<file path="src/rtl/ptr_indirect_unit.sv">
module ptr_indirect_unit #(
  parameter int AW = 16,
  parameter int DW = 8,
  parameter int KW = 6
) (
  input  logic          clk,
  input  logic          rst_n,
  input  logic          start,
  input  logic          sel,
  input  logic          use_ofs,
  input  logic [1:0]    mode,
  input  logic [KW-1:0] ofs_k,
  input  logic          ld_en,
  input  logic          ld_sel,
  input  logic [AW-1:0] ld_val,
  output logic [AW-1:0] mem_addr,
  output logic          mem_rd,
  input  logic [DW-1:0] mem_rdata,
  output logic [DW-1:0] w_out,
  output logic          z_out,
  output logic [AW-1:0] ptr0,
  output logic [AW-1:0] ptr1,
  output logic          busy,
  output logic          done
);
  localparam logic [AW-1:0] ONE = AW'(1);

  logic          sel_q, upd_q;
  logic [AW-1:0] nxt_q, nxt, ea;
  logic          upd;

  wire [AW-1:0] cur = sel ? ptr1 : ptr0;
  wire [AW-1:0] kx  = {{(AW-KW){ofs_k[KW-1]}}, ofs_k};

  always_comb begin
    ea  = cur;
    nxt = cur;
    upd = 1'b0;
    if (use_ofs) begin
      ea = cur + kx;
    end else begin
      upd = 1'b1;
      case (mode)
        2'b00: begin ea = cur + ONE; nxt = cur + ONE; end
        2'b01: begin ea = cur - ONE; nxt = cur - ONE; end
        2'b10: nxt = cur + ONE;
        default: nxt = cur - ONE;
      endcase
    end
  end

  assign mem_addr = ea;
  assign mem_rd   = start & ~busy;

  always_ff @(posedge clk) begin
    if (!rst_n) begin
      busy  <= 1'b0;
      done  <= 1'b0;
      sel_q <= 1'b0;
      upd_q <= 1'b0;
      nxt_q <= '0;
      w_out <= '0;
      z_out <= 1'b0;
    end else begin
      done <= busy;
      if (mem_rd) begin
        busy  <= 1'b1;
        sel_q <= sel;
        upd_q <= upd;
        nxt_q <= nxt;
      end else if (busy) begin
        busy  <= 1'b0;
        w_out <= mem_rdata;
        z_out <= (mem_rdata == '0);
      end
    end
  end

  wire commit = busy & upd_q;

  always_ff @(posedge clk) begin
    if (!rst_n) begin
      ptr0 <= '0;
      ptr1 <= '0;
    end else begin
      if (ld_en && !ld_sel)            ptr0 <= ld_val;
      else if (commit && !sel_q)       ptr0 <= nxt_q;
      if (ld_en && ld_sel)             ptr1 <= ld_val;
      else if (commit && sel_q)        ptr1 <= nxt_q;
    end
  end
endmodule


</file>
<file path="config.mk">
export PLATFORM = sky130hd
export DESIGN_NAME = ptr_indirect_unit
export DESIGN_NICKNAME = d
export VERILOG_FILES = /design/src/rtl/ptr_indirect_unit.sv
export SDC_FILE = /design/constraint.sdc
export NUM_CORES = 1
export LEC_CHECK = 0
export ABC_AREA = 1
export BUFFER_PORTS_ARGS = -buffer_cell sky130_fd_sc_hd__buf_2
export CAP_MARGIN = 25
export CORE_MARGIN = 2
export CORE_UTILIZATION = 45
export CTS_CLUSTER_SIZE = 14
export DETAILED_ROUTE_END_ITERATION = 10
export GPL_ROUTABILITY_DRIVEN = 0
export HOLD_SLACK_MARGIN = 0.08
export MAX_ROUTING_LAYER = met4
export PLACE_DENSITY_LB_ADDON = 0.12
export SLEW_MARGIN = 25
export SYNTH_ARGS = -nofsm -noshare
export SYNTH_HDL_FRONTEND = slang
export SYNTH_SLANG_ARGS = --single-unit
</file>
<file path="constraint.sdc">
create_clock -name clk -period 1.92 [get_ports clk]
set_input_delay 0 -clock clk [delete_from_list [all_inputs] [get_ports clk]]
set_output_delay 0 -clock clk [all_outputs]
set_load 0.01 [all_outputs]
</file>
==> impl_metrics.yaml <==
power:
  seq_power_share_pct: 30.0
  switching_share_pct: 36.8
  power.leakage_nw: 3.54
  comb_power_share_pct: 38.3
  clock_power_share_pct: 31.7
  power.density_cell_area_nw_per_um2: 633
  p_int_mw: 3.00
  switching_component_of_the_power_mw: 1.75
  vdd_drop_max_mv: 0.774
yosys:
  syn_avg_cell_area_um2: 6.02
  synth_cell_type_count: 46
  mappedNetlistArea_um2: 5180
  post_synth_inst_count: 861
  yosysSeqAreaShare_pct: 23.6
  async_reset_ff_share_pct: 0
  synth_enable_flop_cells: 0
  synth_top_cell_area_share_pct: 23.6
  yosys-top-cells-area: "dfxtp_1 (24%), nand2_1 (20%), nand3_1 (8.5%)"
  ys_top_cells_by_count: "nand2_1 (279), nand3_1 (88), inv_1 (69), dfxtp_1 (61)"
  synth_flop_cell: "dfxtp_1"
  postSynthRegisterBits: 61
  synthDominantAreaCellType: "dfxtp_1"
  yosys.cell_count.top_type: "nand2_1"
  synth.yosys.warnings: 0
  synth.net_count: 918
die:
  floorplan.initialDensity_pct: 45.8
  io_pins: 99
  design.die.area_um2: 12400
  standard_cell_rows: 39
  fp.coreArea_um2: 11300
  die_h_um: 111
  dieWidth_um: 111
setup_path:
  critical_path_peak_fanout: 3
  crit_path_start_kind: "flop"
  timing.critical_path.arrival_ns: 2.26
  critPathCaptureType: "primary output"
  worst_ep_required_time_ns: 1.92
  critical_path_class: "flop to primary output"
detailed_routing:
  drcViolationCount: 0
  drt_first_pass_iters: 5
  route.detailed.vias_per_inst: 5.38
  finalWirelength_um: 18800
  wl_per_cell_um: 15.5
  dr_total_vias: 6520
  drt_iter0_markers: 469
  drtAntennaViolNets: 0
sta:
  timing_worst_slew_pin_value_ns: 0.591
  timing.fmax_ghz: 0.443
  setup_repair_after_global_routing_missed_its_margin: "yes"
  timing.final.crit_share_pct: 118
  finalHoldViolCount: 0
  worst_slew_margin_rel_pct: 60.3
  clock_skew_ns: 0.00641
  timing.final.max_slew_violations: 0
  timing.final.ws_setup_ns: -0.340
  final-setup-viol-count: 14
  finalCriticalPeriod_ns: 2.26
cts:
  cts_tree: "yes"
  htree_num_levels: 3
  clock_insertion_delay_worst_skew_ns: 0.35
  tritoncts.num_buffers: 9
  cts_num_sinks: 61
  ctsRootBufferMaster: "clkbuf_16"
  max-clock-path-buffers: 2
  path_clk_slew_ns: 0.06
cells_and_area:
  multi_input_area_um2: 3930
  postLayoutCoreUtil_pct: 66.4
  n_antenna_cell: 0
  finish.net_count: 1121
  fillCellCount: 1050
  sequential_standard_cell_area_um2: 1230
  final_layout_size_suffix_gt1_share_pct: 32.0
  syn2layout_area_growth_pct: 45.0
grt:
  grt_antenna_before_repair: 0
  grt_first_pass_wirelength_um: 29700
  grt_pass1_vias: 6066
  grtUsageTotal_pct: 30.5
  grt_start_max_net_pins: 45
  grt_overflow: 0
place:
  hpwl_after_dpl_um: 13200
  dpl_worst_slack_ns: -0.0752
  port_buffers: 98
run_status:
  failed_checks: "negative setup slack"
  run_status: "complete, but fails checks"
hold_path:
  hold_path.class: "input pin to flop"
run:
  max_cap_viol_count: 0
## power by group through the flow
stage	combinational (mW)	sequential [mW]	clock (mW)
final	1.82	1.43	1.51
after global routing	1.99	1.44	1.57
after CTS	1.68	1.43	1.54
after detailed placement	1.50	1.45	0
after global placement	1.50	1.45	0
after floorplan	0.899	1.47	0
## placed cells by master (no fill, tap or decap), drive strengths merged, types with 17 or more instances in the layout
| master | synthesis | routed |
|---|---|---|
| nand2 | 302 | 302 |
| buf | 16 | 204 |
| nand3 | 90 | 90 |
| nor2 | 72 | 72 |
| inv | 71 | 71 |
| o21ai | 64 | 64 |
| dfxtp | 61 | 61 |
| a21oi | 43 | 43 |
| a31oi | 34 | 34 |
| dlygate4sd3 | 0 | 27 |
| ha | 17 | 17 |
## layout make-up
| class | instances | share of cell area [%] |
|---|---|---|
| clock buffer | 10 | 3.05 |
| clock inverter | 6 | 0.533 |
| inverter | 75 | 3.78 |
| multi-input combinational | 686 | 52.3 |
| sequential | 61 | 16.4 |
| tap | 143 | 2.38 |
| timing repair buffer | 231 | 21.5 |
## registers in the layout, summed over array words and instances (netlist names)
register / count
ptr1: 16
done: 1
busy: 1
z_out: 1
nxt_q: 16
upd_q: 1
w_out: 8
ptr0: 16
sel_q: 1
## worst max-delay path, stage by stage, from the launching register on
cell	delay, ns
dfxtp_2	0.33
inv_2	0.05
o21ai_4	0.19
ha_4	0.25
buf_6	0.12
nand2_2	0.09
o21ai_4	0.08
a21oi_2	0.23
inv_2	0.07
nand4_1	0.11
nand2_1	0.07
nand2_1	0.06
nand3_1	0.06
nand2_1	0.08
buf_2	0.12
## cells by family after synthesis
kind of cell / count (synthesis) / synth area share, %
simple gates: 487 / 41.6
fa+ha+maj: 18 / 4.49
xor+xnor: 17 / 2.87
flops: 61 / 23.6
compound gates: 164 / 18.0
buf+inv: 114 / 9.42
## routing by layer
metal,track usage [%],vias up,part of all wire [%]
li1,-,3257,-
met1,36.1,2954,41
met2,50.4,261,49
met3,4.92,48,6.2
met4,14.8,0,3.8
met5,-,-,0
## worst paths after layout
check             startpoint      endpoint  slack (ns)  cells after the start
setup / recovery     ptr0[2]  mem_addr[14]       -0.34                     14
hold / removal       mode[0]     nxt_q[13]        0.10                      4
setup reg to reg     ptr0[0]      nxt_q[4]        0.05                     14
hold reg to reg        sel_q         sel_q        0.48                      2
## stage by stage
stage	setup TNS, ns	hold slack, ns	instance area [um^2]	power [mW]	cells
6_report	-3.13	0.105	7510	4.75	1212
2_1_floorplan	0	0.135	5190	2.37	861
5_1_grt	-4.92	0.119	7510	5.00	1212
3_3_place_gp	-0.221	0.239	6340	2.95	1150
3_5_place_dp	-0.393	0.249	6340	2.95	1150
4_1_cts	-3.06	0.0843	7250	4.64	1201
## repair_timing
| item | 4_1_cts | 5_1_grt |
|---|---|---|
| endpoints found under the setup margin | 15 | 17 |
| resized for setup | 72 | 47 |
| pin swaps | 19 | 31 |
| hold buffers | 27 | 0 |
| endpoints found under the hold margin | 42 | 0 |
| setup buffers | 8 | 11 |
(Power assumes the default switching activity.)
